===== src/rtl/gdc_pkg.sv =====
// Shared types for the command conditioner.
// Assumes: channel 0 carries the high-switch command, channel 1 the low one.
package gdc_pkg;

    localparam int unsigned CH_HIGH = 0;
    localparam int unsigned CH_LOW  = 1;
    localparam int unsigned N_CH    = 2;

    // Which side the filtered commands request
    typedef enum logic [1:0] {
        REQ_NONE  = 2'b00,
        REQ_HIGH  = 2'b01,
        REQ_LOW   = 2'b10,
        REQ_CLASH = 2'b11
    } req_e;

    // Map the two filtered command levels onto a request code
    function automatic req_e classify(input logic hi, input logic lo);
        return req_e'({lo, hi});
    endfunction

endpackage


===== src/rtl/gdc_pulse_filter.sv =====
// Minimum-width filter for one command line.
// Accepts a new input level only after it has been sampled MIN_W times
// in a row. Both edges are delayed alike, so a passed pulse keeps its width.
// Assumes: the input is already synchronous to clk; MIN_W >= 1.
module gdc_pulse_filter #(
    parameter int unsigned MIN_W = 3
) (
    input  logic clk,
    input  logic rst_n,
    input  logic raw,
    output logic clean
);
    localparam int unsigned CW      = $clog2(MIN_W + 1);
    localparam logic [CW-1:0] RUN_LAST = CW'(MIN_W - 1);

    logic [CW-1:0] run;

    // Count consecutive samples that disagree with the accepted level
    always_ff @(posedge clk) begin
        if (!rst_n) begin
            clean <= 1'b0;
            run   <= '0;
        end else if (raw == clean) begin
            run <= '0;
        end else if (run == RUN_LAST) begin
            clean <= raw;
            run   <= '0;
        end else begin
            run <= run + 1'b1;
        end
    end

endmodule


===== src/rtl/gdc_deadtime.sv =====
// Interlock and dead-time stage.
// Turns an enable off on the cycle after its filtered command drops or
// clashes with the other command. Turns an enable on only once both
// enables have been low for DT cycles with no clash in between.
// Assumes: DT >= 2; the inputs come from the pulse filters.
module gdc_deadtime
    import gdc_pkg::*;
#(
    parameter int unsigned DT = 15
) (
    input  logic clk,
    input  logic rst_n,
    input  logic hi_f,
    input  logic lo_f,
    output logic ho_en,
    output logic lo_en
);
    localparam int unsigned CW = $clog2(DT);
    localparam logic [CW-1:0] GAP_DONE = CW'(DT - 1);

    req_e          req;
    logic [CW-1:0] gap;
    logic [CW-1:0] gap_n;
    logic          gap_full;
    logic          ho_n;
    logic          lo_n;

    assign req      = classify(hi_f, lo_f);
    assign gap_full = (gap == GAP_DONE);

    // Next enables: hold if on, start only after a full gap, clash forces off
    always_comb begin
        ho_n = 1'b0;
        lo_n = 1'b0;
        unique case (req)
            REQ_HIGH: ho_n = ho_en | (~lo_en & gap_full);
            REQ_LOW:  lo_n = lo_en | (~ho_en & gap_full);
            default: begin
                ho_n = 1'b0;
                lo_n = 1'b0;
            end
        endcase
    end

    // Gap counter: counts both-off cycles, restarts on any drive or clash
    always_comb begin
        if (ho_en || lo_en || (req == REQ_CLASH)) begin
            gap_n = '0;
        end else if (!gap_full) begin
            gap_n = gap + 1'b1;
        end else begin
            gap_n = gap;
        end
    end

    // State registers
    always_ff @(posedge clk) begin
        if (!rst_n) begin
            ho_en <= 1'b0;
            lo_en <= 1'b0;
            gap   <= '0;
        end else begin
            ho_en <= ho_n;
            lo_en <= lo_n;
            gap   <= gap_n;
        end
    end

endmodule


===== src/rtl/gdc_input_cond.sv =====
// Half-bridge command conditioner, top level.
// Filters both commands, then applies the interlock and the dead time.
// Assumes: commands are synchronous to clk; DEAD_CYC >= 2.
module gdc_input_cond
    import gdc_pkg::*;
#(
    parameter bit          LONG_FILT = 1'b0,
    parameter int unsigned SHORT_W   = 3,
    parameter int unsigned LONG_W    = 4,
    parameter int unsigned DEAD_CYC  = 15
) (
    input  logic clk,
    input  logic rst_n,
    input  logic hi_cmd,
    input  logic li_cmd,
    output logic ho_en,
    output logic lo_en
);
    localparam int unsigned FILT_W = LONG_FILT ? LONG_W : SHORT_W;

    logic [N_CH-1:0] cmd_raw;
    logic [N_CH-1:0] cmd_clean;

    assign cmd_raw[CH_HIGH] = hi_cmd;
    assign cmd_raw[CH_LOW]  = li_cmd;

    // One filter per command channel
    for (genvar c = 0; c < N_CH; c++) begin : g_filt
        gdc_pulse_filter #(
            .MIN_W(FILT_W)
        ) i_filt (
            .clk  (clk),
            .rst_n(rst_n),
            .raw  (cmd_raw[c]),
            .clean(cmd_clean[c])
        );
    end

    gdc_deadtime #(
        .DT(DEAD_CYC)
    ) i_dead (
        .clk  (clk),
        .rst_n(rst_n),
        .hi_f (cmd_clean[CH_HIGH]),
        .lo_f (cmd_clean[CH_LOW]),
        .ho_en(ho_en),
        .lo_en(lo_en)
    );

endmodule


===== config.mk =====
export PLATFORM = sky130hd
export DESIGN_NAME = gdc_input_cond
export DESIGN_NICKNAME = d
export VERILOG_FILES = /design/src/rtl/gdc_pkg.sv /design/src/rtl/gdc_pulse_filter.sv /design/src/rtl/gdc_deadtime.sv /design/src/rtl/gdc_input_cond.sv
export SDC_FILE = /design/constraint.sdc
export NUM_CORES = 1
export LEC_CHECK = 0
export ABC_AREA = 1
export BUFFER_PORTS_ARGS = -buffer_cell sky130_fd_sc_hd__buf_2
export CAP_MARGIN = 10
export CORE_MARGIN = 4
export CORE_UTILIZATION = 40
export CTS_CLUSTER_DIAMETER = 120
export DETAILED_ROUTE_END_ITERATION = 8
export HOLD_SLACK_MARGIN = 0.15
export SETUP_SLACK_MARGIN = 0.5
export SYNTH_ARGS = -nofsm -noshare
export SYNTH_HDL_FRONTEND = slang
export SYNTH_HIERARCHICAL = 1
export SYNTH_SLANG_ARGS = --single-unit
export TNS_END_PERCENT = 5

===== constraint.sdc =====
create_clock -name clk -period 1 [get_ports clk]
set_clock_uncertainty 0.1 [all_clocks]
set_input_delay 0.2 -clock clk [delete_from_list [all_inputs] [get_ports clk]]
set_output_delay 0.2 -clock clk [all_outputs]
set_load 0.02 [all_outputs]

==> impl_metrics.tcl <==
set metrics [dict create \
    status "finished, violations left" \
    violations "setup timing" \
    num_vias 490 \
    rsz0062_at_grt "true" \
    die_w_um 45.7 \
    fp.coreArea_mm2 0.00132 \
    cp_num_buf_inv 1 \
    clk_latency_ns 0.27 \
    antenna_found_initial 0 \
    grt_pass1_wl_um 1910 \
    critPathLaunchType "flip-flop" \
    h-tree-depth 1 \
    final_cell_mix "nand2_1, nor2_1, inv_1, dfxtp_2, inv_2" \
    drive_gt1_share_pct 46.6 \
    met1_usage_pct 13.4 \
    synth_area_um2 568 \
    ys_seq_elements 12 \
    pin_count 6 \
    busiest_layer "met2" \
    use_met2_pct 22.6 \
    clk_pin_slew_worst_paths_ns 0.07 \
    cts_buffer_depth 2 \
    cts_buffers 3 \
    cap_violations 0 \
    ant_nets 0 \
    worstPathRequired_ns 0.70 \
    worst_setup_path_end_kind "primary output" \
    row_count 13 \
    grt_max_degree 9 \
    firstDrtPassIters 5 \
    final_util_pct 57.0 \
    areaGrowthSynthToFinish_pct 32.2 \
    crit_family "flip-flops" \
    leakagePower_uw 0.000326 \
    fin_crit_sh_pct 105 \
    design_area_um2 751 \
    gp_congestion 0.750 \
    clock_sinks 12 \
    fin_nets 98 \
    setup_viol 7 \
    cp_slowest_cell "dfxtp_2" \
    wl_per_cell_um 9.74 \
    fmax_ghz 0.951 \
    syn_inst 77 \
    diodes 0 \
    cts_root_buffer "clkbuf_4" \
    via_per_inst 4.76 \
    min_path_type "input pin to flip-flop" \
    hold_violations 0 \
    drt-total-wl_um 1000 \
    ir_drop_mv 0.812 \
    crit_chain "buf_6" \
    cts_tree "built" \
    seqPwrFrac_pct 55.5 \
    worst_slew_pin_slew_ns 0.186 \
    dpl_cell_area_um2 649 \
    power_density_mw_per_mm2 1290 \
    maxSlewHeadroom_pct 87.6 \
    sw_frac_of_total_pct 25.7 \
    dieArea_mm2 0.00209 \
    initialDrtViolationCount 2 \
    synthesis.nets 85 \
    p_int_uw 722 \
    critical_path.max_fanout 3 \
    crit_path_max_incr_delay_ns 0.36 \
    layout_commonest_cell "nand2_1" \
    place_ws_ns -0.0534 \
    ys_types 15 \
    p_sw_uw 249 \
    path_class "flip-flop to primary output" \
    drv_slew 0 \
    dieHeight_um 45.7 \
    fin_crit_ns 1.05 \
    grt_pass1_vias 489 \
    combPwrFrac_pct 15.0 \
    ys_warn_count 6 \
    initial_core_util_pct 43.1 \
    drc 0 \
    gr-usage-all-layers_pct 13.0 \
    hold_slack_ns 0.125 \
    portBuffers 5 \
    layout_setup_ws_ns -0.0516 \
    overflow 0 \
    use_met3_pct 2.37 \
    ys_seq_area_share_pct 42.3 \
    dp_hpwl_um 764 \
    synth_area_per_cell_um2 7.38 \
    cp.arrival_ns 0.75 \
    clockPowerShare_pct 29.6 \
]
final timing paths:
path / end / startpoint / slack (ns) / depth (start not counted)
setup / recovery: lo_en / i_dead/lo_en / -0.05 / 1
hold / removal: g_filt[1].i_filt/clean / rst_n / 0.12 / 3
setup reg to reg: i_dead/gap[1] / i_dead/gap[0] / -0.04 / 6
hold reg to reg: g_filt[0].i_filt/run[0] / g_filt[0].i_filt/run[0] / 0.30 / 1
registers in the layout, summed over array words and instances, names as in the netlist:
name                 count
g_filt.i_filt/clean      2
g_filt.i_filt/run        4
i_dead/ho_en             1
i_dead/gap               4
i_dead/lo_en             1
metal layers:
layer | routed length, um | part of all wire, %
met5 | 0 | 0
met4 | 34 | 3.4
met3 | 36 | 3.6
met2 | 501 | 50
met1 | 432 | 43
layout make-up:
type / count / area (um2)
clock buffer: 3 / 22.5
fill: 135 / 567
inverter: 15 / 58.8
multi-input combinational: 50 / 340
sequential: 12 / 250
tap: 15 / 18.8
timing repair buffer: 8 / 60.1
cells in the mapped netlist (all sizes together):
cell | n | area share (%)
nand2 | 18 | 13
inv | 15 | 9.9
nor2 | 15 | 11
dfxtp | 12 | 42
nand3 | 6 | 7.9
a21oi | 4 | 4.2
ha | 4 | 8.8
nor3 | 1 | 0.88
o21ai | 1 | 0.88
xnor2 | 1 | 1.5
cell families (layout without fill, tap and decap cells):
| family | after synthesis | count (layout) | synth area share [%] |
|---|---|---|---|
| simple gates | 40 | 40 | 32.4 |
| buf+inv | 15 | 26 | 9.91 |
| flops | 12 | 12 | 42.3 |
| compound gates | 5 | 5 | 5.06 |
| fa+ha+maj | 4 | 4 | 8.81 |
| xor+xnor | 1 | 1 | 1.54 |
through the flow:
step           instances  TNS (ns)  power [uW]
2_1_floorplan         77         0         628
3_3_place_gp          99   -0.0417         663
3_5_place_dp          99    -0.213         669
4_1_cts              103    -0.238         987
5_1_grt              103    -0.634        1030
6_report             103    -0.228         971
power groups by stage:
stage / combinational (uW) / sequential, uW / clock (uW)
6_report: 145 / 539 / 287
5_1_grt: 167 / 543 / 320
3_3_place_gp: 119 / 543 / 0
2_1_floorplan: 89.4 / 539 / 0
3_5_place_dp: 125 / 544 / 0
4_1_cts: 144 / 538 / 304
timing repair:
| item | in CTS | in global routing |
|---|---|---|
| pin swaps | 11 | 4 |
| endpoints found under the setup margin | 14 | 14 |
| setup buffers | 1 | 0 |
| resized for setup | 16 | 8 |
| hold endpoints to repair | 8 | 3 |
(Power assumes the default switching activity.)
